### src/rtl/bcd_adj_pkg.sv
package bcd_adj_pkg;

  typedef enum logic [2:0] {
    PH_IDLE    = 3'd0,
    PH_DECODE  = 3'd1,
    PH_READ    = 3'd2,
    PH_PROCESS = 3'd3,
    PH_WRITE   = 3'd4
  } adj_phase_t;

  // Strobes from control to datapath: one per working phase.
  typedef struct packed {
    logic capture;
    logic compute;
    logic commit;
  } adj_ctrl_t;

endpackage

### src/rtl/bcd_digit_fix.sv
module bcd_digit_fix (
  input  logic [3:0] digitIn,
  input  logic       carryIn,
  input  logic       forceFix,
  output logic [3:0] digitOut,
  output logic       carryOut
);
  logic [4:0] rawSum;
  logic [4:0] fixedSum;
  logic       needFix;

  always_comb begin
    rawSum   = {1'b0, digitIn} + {4'b0, carryIn};
    needFix  = forceFix || (rawSum > 5'd9);
    fixedSum = needFix ? (rawSum + 5'd6) : rawSum;
    digitOut = fixedSum[3:0];
    carryOut = fixedSum[4];
  end
endmodule

### src/rtl/bcd_adj_ctrl.sv
module bcd_adj_ctrl
  import bcd_adj_pkg::*;
#(
  parameter int               OPC_W  = 16,
  parameter logic [OPC_W-1:0] OPCODE = 16'h0007
) (
  input  logic             clk,
  input  logic             rstN,
  input  logic             issue,
  input  logic [OPC_W-1:0] instrWord,
  output adj_ctrl_t        ctrl
);
  adj_phase_t phase;
  logic       hitReg;

  always_ff @(posedge clk) begin
    if (!rstN) begin
      phase  <= PH_IDLE;
      hitReg <= 1'b0;
    end else begin
      case (phase)
        PH_IDLE: begin
          if (issue) begin
            phase  <= PH_DECODE;
            hitReg <= (instrWord == OPCODE);
          end
        end
        PH_DECODE:  phase <= hitReg ? PH_READ : PH_IDLE;
        PH_READ:    phase <= PH_PROCESS;
        PH_PROCESS: phase <= PH_WRITE;
        PH_WRITE:   phase <= PH_IDLE;
        default:    phase <= PH_IDLE;
      endcase
    end
  end

  always_comb begin
    ctrl.capture = (phase == PH_READ);
    ctrl.compute = (phase == PH_PROCESS);
    ctrl.commit  = (phase == PH_WRITE);
  end

  // a strobe during a busy phase never starts a new decode
  a_r8_busy_ignores_issue: assert property (@(posedge clk) disable iff (!rstN)
    (phase != PH_IDLE) |=> (phase != PH_DECODE));

  // at most one working strobe per cycle
  a_r2_single_strobe: assert property (@(posedge clk) disable iff (!rstN)
    $onehot0({ctrl.capture, ctrl.compute, ctrl.commit}));

  // a missed opcode returns to idle without touching the datapath
  a_r3_miss_to_idle: assert property (@(posedge clk) disable iff (!rstN)
    (phase == PH_DECODE && !hitReg) |=> !ctrl.capture);
endmodule

### src/rtl/bcd_adj_datapath.sv
module bcd_adj_datapath
  import bcd_adj_pkg::*;
#(
  parameter int DIGITS = 2
) (
  input  logic                  clk,
  input  logic                  rstN,
  input  adj_ctrl_t             ctrl,
  input  logic [4*DIGITS-1:0]   accIn,
  input  logic                  carryIn,
  input  logic                  digitCarryIn,
  output logic [4*DIGITS-1:0]   accOut,
  output logic                  carryOut,
  output logic                  digitCarryOut
);
  localparam int W = 4 * DIGITS;

  logic [W-1:0]    opAcc;
  logic            opC;
  logic            opDc;
  logic [W-1:0]    fixAcc;
  logic [DIGITS:0] chain;
  logic [W-1:0]    resAcc;
  logic            resC;
  logic            newC;

  // Operand registers: sampled in the read phase
  always_ff @(posedge clk) begin
    if (!rstN) begin
      opAcc <= '0;
      opC   <= 1'b0;
      opDc  <= 1'b0;
    end else if (ctrl.capture) begin
      opAcc <= accIn;
      opC   <= carryIn;
      opDc  <= digitCarryIn;
    end
  end

  assign chain[0] = 1'b0;

  // One slice per digit; the carry ripples from the low digit up
  for (genvar i = 0; i < DIGITS; i++) begin : g_digit
    logic forceBit;
    if (i == 0) begin : g_low
      assign forceBit = opDc;
    end else if (i == DIGITS - 1) begin : g_high
      assign forceBit = opC;
    end else begin : g_mid
      assign forceBit = 1'b0;
    end
    bcd_digit_fix u_fix (
      .digitIn  (opAcc[4*i +: 4]),
      .carryIn  (chain[i]),
      .forceFix (forceBit),
      .digitOut (fixAcc[4*i +: 4]),
      .carryOut (chain[i+1])
    );
  end

  assign newC = opC | chain[DIGITS];

  // Result registers: loaded in the process phase
  always_ff @(posedge clk) begin
    if (!rstN) begin
      resAcc <= '0;
      resC   <= 1'b0;
    end else if (ctrl.compute) begin
      resAcc <= fixAcc;
      resC   <= newC;
    end
  end

  // Output registers: loaded in the write phase
  always_ff @(posedge clk) begin
    if (!rstN) begin
      accOut        <= '0;
      carryOut      <= 1'b0;
      digitCarryOut <= 1'b0;
    end else if (ctrl.commit) begin
      accOut        <= resAcc;
      carryOut      <= resC;
      digitCarryOut <= opDc;
    end
  end

  // a carry already set on entry is never cleared
  a_r6_carry_sticky: assert property (@(posedge clk) disable iff (!rstN)
    (ctrl.commit && opC) |=> carryOut);

  // the digit-carry is carried forward unchanged
  a_r7_dc_kept: assert property (@(posedge clk) disable iff (!rstN)
    ctrl.commit |=> (digitCarryOut == $past(opDc)));

  // outputs move only on a write
  a_r3_outputs_hold: assert property (@(posedge clk) disable iff (!rstN)
    !ctrl.commit |=> ($stable(accOut) && $stable(carryOut) && $stable(digitCarryOut)));
endmodule

### src/rtl/bcd_adjust_unit.sv
module bcd_adjust_unit
  import bcd_adj_pkg::*;
#(
  parameter int               DIGITS = 2,
  parameter int               OPC_W  = 16,
  parameter logic [OPC_W-1:0] OPCODE = 16'h0007
) (
  input  logic                clk,
  input  logic                rstN,
  input  logic                issue,
  input  logic [OPC_W-1:0]    instrWord,
  input  logic [4*DIGITS-1:0] accIn,
  input  logic                carryIn,
  input  logic                digitCarryIn,
  output logic [4*DIGITS-1:0] accOut,
  output logic                carryOut,
  output logic                digitCarryOut
);
  adj_ctrl_t ctrl;

  bcd_adj_ctrl #(.OPC_W(OPC_W), .OPCODE(OPCODE)) u_ctrl (
    .clk       (clk),
    .rstN      (rstN),
    .issue     (issue),
    .instrWord (instrWord),
    .ctrl      (ctrl)
  );

  bcd_adj_datapath #(.DIGITS(DIGITS)) u_dp (
    .clk           (clk),
    .rstN          (rstN),
    .ctrl          (ctrl),
    .accIn         (accIn),
    .carryIn       (carryIn),
    .digitCarryIn  (digitCarryIn),
    .accOut        (accOut),
    .carryOut      (carryOut),
    .digitCarryOut (digitCarryOut)
  );
endmodule

### config.mk
export PLATFORM = sky130hd
export DESIGN_NAME = bcd_adjust_unit
export DESIGN_NICKNAME = d
export VERILOG_FILES = /design/src/rtl/bcd_adj_pkg.sv /design/src/rtl/bcd_digit_fix.sv /design/src/rtl/bcd_adj_ctrl.sv /design/src/rtl/bcd_adj_datapath.sv /design/src/rtl/bcd_adjust_unit.sv
export SDC_FILE = /design/constraint.sdc
export NUM_CORES = 1
export LEC_CHECK = 0
export BUFFER_PORTS_ARGS = -buffer_cell sky130_fd_sc_hd__buf_2
export CAP_MARGIN = 20
export CORE_MARGIN = 4
export CORE_UTILIZATION = 50
export DETAILED_ROUTE_END_ITERATION = 10
export GPL_TIMING_DRIVEN = 0
export HOLD_SLACK_MARGIN = 0.15
export PLACE_DENSITY = 0.75
export SLEW_MARGIN = 10
export SYNTH_ARGS = -nofsm -noshare
export SYNTH_HDL_FRONTEND = slang
export SYNTH_SLANG_ARGS = --single-unit
### constraint.sdc
create_clock -name clk -period 2.7 [get_ports clk]
set_input_delay 0.405 -clock clk [delete_from_list [all_inputs] [get_ports clk]]
set_output_delay 0.405 -clock clk [all_outputs]
set_load 0.02 [all_outputs]
# Word-level counts from Yosys, hierarchy flattened
# Index checks and enable logic that the tools add are counted.
# W data, S select, Z words.
# totals
regBits	33
out_inout_bits	10
# op_classes
add_sub_neg	3
order_cmp	2
n_eq_ne	6
n_mux	5
bitwise	1
reduce_logical	4
# op_table
cell	count
$eq A16 B3 Y1 const B	1
$pmux W3 S4	1
$mux W5	2
$eq A3 B2 Y1 const B	2
$add A4 B1 Y5	1
$add A4 B3 Y5 const B	1
$add A5 B3 Y5 const B	1
$gt A5 B4 Y1 const B	1
$gt A4 B4 Y1 const B	1
$eq A3 B1 Y1 const B	1
$eq A3 B3 Y1 const B	1
$logic_not A3 Y1	1
$mux W3	1
$logic_or A1 B1 Y1	2
$mux W2	1
$ne A2 B2 Y1 const B	1
$reduce_and A2 Y1	1
$or A1 B1 Y1	1

# Depth between registers and ports, before layout
# Gate-level depths: netlist of run 1.
# logic_depth
word_depth	8
mapped_depth	9

# Cells and area by module
# A second synthesis of run 1 with hierarchy kept.
# unflattened
hier_cells	175
hier_area_um2	1784.2
# modules_own_cells
module	n_inst	cells_each	area_per_inst_um2	seq_area_each_um2
bcd_adj_datapath	1	95	1108.6	580.6
bcd_digit_fix	2	29	234.0	0.0
bcd_adj_ctrl	1	22	207.7	80.1

# Least setup slack after synthesis of run 1
# Ideal clock, no wire load.
# synth_path
kind	register -> register
start	register u_dp.opAcc[1]
end	register u_dp.resAcc[5]
setup_ns	0.120
arrival_time_ns	1.909
required_time_ns	2.580
path_slack_ns	0.672
path_stages_with_launch	10
n_path_buf	1
period_less_slack_ns	2.028
path_cell_list	dfxtp_1 -> o21a_1 -> ha_1 -> ha_1 -> buf_6 -> nand2b_4 -> a31oi_1 -> a21oi_1 -> a21o_1 -> a211o_1
# synth_via
elab_chain_len	7
word_cells_on_any_way	9
# synth_rtl
item	line_no	text
start, declared	bcd_adj_datapath.sv:18	logic [W-1:0] opAcc;
start signal, assigned	bcd_adj_datapath.sv:34	opAcc <= accIn;
$gt A4 B4 Y1	bcd_digit_fix.sv:14	needFix = forceFix || (rawSum > 5'd9);
$logic_or A1 B1 Y1	bcd_digit_fix.sv:14	
$mux W5 (*)	bcd_digit_fix.sv:15	fixedSum = needFix ? (rawSum + 5'd6) : rawSum;
$add A4 B1 Y5 (*)	bcd_digit_fix.sv:13	rawSum = {1'b0, digitIn} + {4'b0, carryIn};
$gt A5 B4 Y1	bcd_digit_fix.sv:14	
$logic_or A1 B1 Y1	bcd_digit_fix.sv:14	
$mux W5 (*)	bcd_digit_fix.sv:15	
end signal, assigned	bcd_adj_datapath.sv:69	resAcc <= fixAcc;
end, declared	bcd_adj_datapath.sv:23	logic [W-1:0] resAcc;
# Every way passes the cells marked *; elsewhere a longest branch is shown, timed or not.
# A chain may end at the register's enable or synchronous reset.

# Final worst setup path of run 1
# Same ends and word-level chain as after synthesis.

==> results of run 1 <==
[worst max-delay path, cell delays in order (launching register included)]
cell,delay (ns)
dfxtp_1,0.36
o21a_1,0.20
ha_1,0.22
ha_1,0.30
buf_6,0.12
nand2b_4,0.13
a31oi_1,0.08
a21oi_1,0.29
a211oi_1,0.13
a211o_1,0.28
[flip-flops by register name, summed over array words and instances, names as in the netlist]
register / count
u_ctrl.hitReg: 1
u_ctrl.phase: 3
u_dp.accOut: 8
u_dp.carryOut: 1
u_dp.digitCarryOut: 1
u_dp.g_digit.forceBit: 2
u_dp.opAcc: 8
u_dp.resAcc: 8
u_dp.resC: 1
[report_power, final]
part | internal (mW) | switching, mW | leakage [nW]
Clock | 0.0990 | 0.159 | 0.0320
Combinational | 0.0222 | 0.0150 | 0.439
Sequential | 0.487 | 0.00123 | 0.266
Total | 0.608 | 0.175 | 0.737
[layer usage]
layer,vias up,global-route usage (%)
li1,710,-
met1,604,18.66
met2,60,30.15
met3,7,4.159
met4,0,10.29
met5,-,0
[cells in the mapped netlist (2+ instances only)]
| cell | instances | area share [%] |
|---|---|---|
| nor3b_1 | 3 | 1.4 |
| and3_1 | 3 | 1.2 |
| xnor2_1 | 3 | 1.6 |
| o21ai_0 | 8 | 2.5 |
| a21boi_0 | 13 | 6.1 |
| nor2_1 | 5 | 1.2 |
| nor2b_1 | 12 | 4.7 |
| a21oi_1 | 5 | 1.6 |
| o21a_1 | 2 | 0.94 |
| nand2_1 | 34 | 8.0 |
| buf_6 | 2 | 1.4 |
| dfxtp_1 | 33 | 41 |
| inv_1 | 4 | 0.94 |
| buf_2 | 5 | 1.6 |
| nor3_1 | 2 | 0.62 |
| and2_1 | 4 | 1.6 |
| clkbuf_1 | 3 | 0.70 |
| nor4_1 | 2 | 0.78 |
| ha_1 | 4 | 3.1 |
| mux2i_1 | 13 | 8.1 |
| nor4b_1 | 2 | 1.1 |
[final cells by class]
class	instances	area share (%)
Buffer	10	3.096
Clock buffer	6	2.174
Clock inverter	2	0.5270
Inverter	4	0.7905
Multi-Input combinational cell	133	45.72
Sequential cell	33	34.78
Tap cell	44	2.899
Timing Repair Buffer	38	10.01
[cells in the final DEF (no fill, tap or decap), types with 3 or more instances in the layout]
| cell | n |
|---|---|
| buf_2 | 43 |
| nand2_1 | 34 |
| dfxtp_1 | 33 |
| mux2i_1 | 13 |
| a21boi_0 | 13 |
| nor2b_1 | 12 |
| o21ai_0 | 8 |
| nor2_1 | 5 |
| a21oi_1 | 5 |
| clkbuf_4 | 5 |
| inv_1 | 4 |
| clkbuf_1 | 4 |
| and2_1 | 4 |
| ha_1 | 4 |
| xnor2_1 | 3 |
| nor3b_1 | 3 |
| and3_1 | 3 |
[final timing paths]
| path | startpoint | to | slack (ns) | cells past startpoint |
|---|---|---|---|---|
| worst min register to register | u_dp.resAcc[2] | u_dp.resAcc[2] | 0.48 | 2 |
| worst max register to register | u_dp.opAcc[1] | u_dp.resAcc[5] | 0.48 | 9 |
| worst max-delay path | u_dp.opAcc[1] | u_dp.resAcc[5] | 0.48 | 9 |
| worst min-delay path | accIn[4] | u_dp.opAcc[4] | 0.31 | 3 |
[cell families (layout without fill, tap and decap cells)]
| group | count (synthesis) | after routing | share of synthesized area, % |
|---|---|---|---|
| AO/OA/AOI/OAI | 37 | 37 | 16.71 |
| XOR/XNOR | 3 | 3 | 1.640 |
| adder cells (fa/ha/maj) | 4 | 4 | 3.123 |
| buffers and inverters | 14 | 60 | 4.605 |
| flip-flops | 33 | 33 | 41.22 |
| multiplexers | 13 | 13 | 8.118 |
| AND/OR/NAND/NOR | 76 | 76 | 24.59 |
==> out/qor.txt, run 1 <==
initial core utilization - 52.50%
Crit. End Element - register
Clock Latency Late Sink - 0.33 ns
Placed Cells - 262
Worst slew margin - 72.06%
first-pass GRT wire length - 5.444 mm
Max clock buf depth - 2
final period utilization - 82.17%
synthesis-to-finish area growth - 18.50%
actual slew at the worst max-slew pin - 0.4190 ns
fin area - 1899 um^2
RSZ-0062 raised after global routing - no
final hold vios - 0
Via density - 5.115
syn avg cell area - 8.904 um^2
drt pass-1 iters - 4
unique cell type count in the Yosys netlist - 39
Setup Buffers After CTS - 0
highest metal used - met4
Setup Viol. Count Final - 0
Yosys reg bits - 33
Async S/R FF share, synth - 0%
WL/cell - 12.08 um
Max-Cap Viols - 0
WL met2 - 1.558 mm
dpl cell area - 1848 um^2
critical path launch point type - register
antenna cells - 0
fin util - 62.21%
routed wl met3 - 236 um
Hold Crit Class - input pin to register
Total Power - 0.7834 mW
setup_tns - 0 ns
Worst EP arrival - 2.45 ns
CTS clk-pin slew, worst paths - 0.10 ns
Total GRT Usage - 17.21%
EDFF count, synth - 0
CTS root buf - clkbuf_4
Vias - 1381
Post-Syn Nets - 213
vias in the first global route - 1319
Peak VDD IR - 0.0002669 V
I/O Buffers - 38
Nets - 258
PostCTS Resize Cnt - 0
DIE HEIGHT - 64.62 um
Multi-input gate area - 868.3 um^2
post-route antenna net violation count - 0
Main synth FF type - dfxtp_1
Core Rows - 20
fill cell count - 298
initial antenna violation count - 0
clock skew - 0.007565 ns
initial drt markers - 51
final setup margin - 0.4815 ns
# H-tree levels - 2
routability congestion estimate - 0.8177
fin crit period - 2.218 ns
Final Slew Violations - 0
HPWL Detailed - 2.462 mm
Post-Syn Area - 1603 um^2
outcome - finished clean
Post-Synthesis Cells - 180
Peak Freq - 450.8 MHz
Metal-1 WL - 1.397 mm
Sinks on Clock Net - 33
Crit Path Class - register to register
layout cell share with drive strength beyond 1 - 24.78%
Finished Layout Cells - 270
# DRC - 0
IO Count - 39
core box area - 3053 um^2
leakage power - 0.7372 nW
total die area - 4175 um^2
Chip Width - 64.62 um
total gr overflow - 0
register area - 660.6 um^2
number of CTS-inserted buffers - 5
Req. time, crit path - 2.93 ns
CTS tree - yes
critical path peak fanout - 9
hold-fix buffers at CTS - 0
Synth warnings - 0
register area share after synthesis - 41.22%
largest net degree at the start of global routing - 11
dpl ws - 0.5107 ns
Cell Pwr Density - 412.4 nW/um^2
final wirelength - 3.262 mm
final hold slack - 0.3087 ns
Note: power is estimated with default switching activity, not from simulation.
==> inputs of run 2 (changes only) <==
Settings changed: ABC_AREA from default to 1, PLACE_DENSITY 0.75 to 0.76.
Clock period 2.7 ns to 2.2 ns, I/O delays scaled along.
==> out/qor.txt, run 2 <==
core box area - 2781 um^2 (-8.9%)
main area contributors after synthesis - dfxtp_1, o21ai_0, inv_1
Yosys reg bits - 33 (unchanged)
setup_tns - 0 ns (unchanged)
drt pass-1 iters - 4 (unchanged)
CTS root buf - clkbuf_4
post-route antenna net violation count - 0 (unchanged)
CTS tree - yes
Sinks on Clock Net - 33 (unchanged)
number of CTS-inserted buffers - 5 (unchanged)
hold-fix buffers at CTS - 0 (unchanged)
Synth Area in Adders - 3.431% (+0.31 points)
Post-Synthesis Cells - 193 (+7.2%)
RSZ-0062 raised after global routing - no
antenna cells - 0 (unchanged)
outcome - finished clean
initial drt markers - 49 (-3.9%)
count leader, synth - dfxtp_1
Via density - 5.115 (unchanged)
Multi-input gate area - 648.1 um^2 (-25%)
Crit Path Class - register to register
cell type with the largest total area after synthesis - dfxtp_1
Core Rows - 19 (-5.0%)
register area share after synthesis - 45.28% (+4.1 points)
Setup Buffers After CTS - 0 (unchanged)
register area - 660.6 um^2 (unchanged)
syn avg cell area - 7.559 um^2 (-15%)
I/O Buffers - 38 (unchanged)
Chip Width - 62.02 um (-4.0%)
initial core utilization - 52.45% (about the same)
# H-tree levels - 2 (unchanged)
fin crit period - 1.899 ns (-0.3190 ns)
Post-Syn Area - 1459 um^2 (-9.0%)
most frequent cells in the layout - buf_2, dfxtp_1, inv_1, o21ai_0, nor2_1
Cells on Worst Hold Path - 3 (unchanged)
Total GRT Usage - 18.87% (+1.7 points)
final hold vios - 0 (unchanged)
fill cell count - 260 (-13%)
EDFF count, synth - 0 (unchanged)
R2R Path End - u_dp.resAcc[6]
unique cell type count in the Yosys netlist - 28 (-28%)
# DRC - 0 (unchanged)
layout cell share with drive strength beyond 1 - 24.69% (-0.093 points)
WL/cell - 11.55 um (-4.4%)
Nets - 271 (+5.0%)
final wirelength - 3.119 mm (-4.4%)
post-synth top area share - 45.28% (+4.1 points)
vias in the first global route - 1258 (-4.6%)
Synth warnings - 0 (unchanged)
Compound-Gate Fraction of Synth Area - 19.64% (+2.9 points)
actual slew at the worst max-slew pin - 0.4314 ns (+0.01231 ns)
IO Count - 39 (unchanged)
Vias - 1381 (unchanged)
critical path peak fanout - 3 (-6)
initial antenna violation count - 0 (unchanged)
Hold Crit Class - input pin to register
Max clock buf depth - 2 (unchanged)
most frequent cells after synthesis - dfxtp_1, inv_1, o21ai_0
Worst slew margin - 71.24% (-0.82 points)
Async S/R FF share, synth - 0% (unchanged)
Post-Syn Nets - 226 (+6.1%)
CTS clk-pin slew, worst paths - 0.10 ns (about the same)
Cell Pwr Density - 578.6 nW/um^2 (+40%)
Peak VDD IR - 0.0005349 V (+100%)
total die area - 3846 um^2 (-7.9%)
first-pass GRT wire length - 5.209 mm (-4.3%)
hold path start - accIn[5]
Clock Latency Late Sink - 0.34 ns (about the same)
fin util - 62.66% (+0.45 points)
Setup Viol. Count Final - 0 (unchanged)
FF-to-FF path depth - 14 (+5)
Post-Synth XOR/XNOR Area - 0.6003% (-1.0 points)
DIE HEIGHT - 62.02 um (-4.0%)
PostCTS Resize Cnt - 0 (unchanged)
Req. time, crit path - 2.45 ns (-0.48 ns)
Main synth FF type - dfxtp_1
largest family of logic cells by synthesized area - simple AND/OR/NAND/NOR gates
Worst EP arrival - 2.15 ns (-0.30 ns)
Hold Path End - u_dp.opAcc[5]
largest net degree at the start of global routing - 12 (+1)
HPWL Detailed - 2.435 mm (-1.1%)
Final Slew Violations - 0 (unchanged)
Largest regs - u_dp.accOut (8), u_dp.opAcc (8), u_dp.resAcc (8)
final period utilization - 86.34% (+4.2 points)
synthesis-to-finish area growth - 19.47%
critical path launch point type - register
commonest non-fill, non-tap cell in the layout - buf_2
clock skew - 0.005790 ns (-0.001775 ns)
reg2reg setup slack - 0.30 ns (-0.18 ns)
Peak Freq - 526.5 MHz (+17%)
mux contribution to synthesized area - 0% (-8.1 points)
Crit. End Element - register
Post-Synth Simple-Gate Area - 20.75% (-3.8 points)
Max-Cap Viols - 0 (unchanged)
leakage power - 0.8175 nW (+11%)
routability congestion estimate - 0.8313 (+1.7%)
worst r2r src - u_dp.opAcc[1]
total gr overflow - 0 (unchanged)
## run 2: cell types whose count changed after synthesis, sizes merged, moves of 12 or more
cell | before | now
a21boi | 13 | 0
nand2 | 35 | 17
a21oi | 5 | 22
inv | 4 | 31
nor2b | 12 | 0
o21ai | 8 | 31
mux2i | 13 | 0
nor2 | 6 | 26
## run 2: how the worst max path moves through the flow
stage	cells past startpoint	start	to	slack [ns]
2_1_floorplan	14	u_dp.opAcc[1]	u_dp.resAcc[6]	0.45
3_3_place_gp	14	u_dp.opAcc[1]	u_dp.resAcc[6]	0.36
3_5_place_dp	14	u_dp.opAcc[1]	u_dp.resAcc[6]	0.31
4_1_cts	14	u_dp.opAcc[1]	u_dp.resAcc[6]	0.29
5_1_grt	14	u_dp.opAcc[1]	u_dp.resAcc[6]	0.16
6_report	14	u_dp.opAcc[1]	u_dp.resAcc[6]	0.30
## run 2: cell families after synthesis
kind of cell,Yosys count
AOI/OAI and AO/OA,55
xor gates and xnor gates,1
adders and majority gates,4
buffers and inverters,36
DFF,33
and+or+nand+nor,64
## run 2: per-stage QoR
stage          setup slack [ns]  power [mW]  area [um^2]  hold slack [ns]  instances
5_1_grt                  0.1583       1.057         1743           0.2069        270
2_1_floorplan            0.4492      0.6546         1459           0.4297        193
4_1_cts                  0.2939       1.016         1743           0.2117        270
3_3_place_gp             0.3556      0.6881         1688           0.4445        262
6_report                 0.3005       1.008         1743           0.2097        270
3_5_place_dp             0.3069      0.6895         1688           0.4521        262
## run 2: where the power goes
group / switching (mW) / internal, mW
clock: 0.212 / 0.120
sequential: 0.00413 / 0.604
combinational: 0.0355 / 0.0319
## run 2: area by class of cell
class	instances	share of cell area, %
plain buffers	5	1.938
clock buffers	5	2.154
clock inverters	3	1.005
inverters	31	6.676
multi-input cells	124	37.19
flip-flops and latches	33	37.90
well taps	31	2.225
repair buffers	38	10.91
## run 2: metal layers
metal / part of all wire [%] / up-vias / global-route usage (%)
li1: - / 725 / -
met5: 0 / - / 0
met4: 1.8 / 0 / 8.182
met3: 7.3 / 8 / 5.992
met2: 45 / 43 / 31.51
met1: 46 / 605 / 22.06
## run 2: worst max-delay path: stages, from the launching register on
cell	delay, ns
dfxtp_1	0.33
nor2_1	0.17
nor2_1	0.06
ha_1	0.21
ha_1	0.22
inv_1	0.06
nand2_1	0.10
nand2_1	0.10
inv_1	0.04
ha_1	0.26
inv_1	0.03
nand2_1	0.06
nand3_1	0.06
nand2_1	0.06
inv_1	0.04
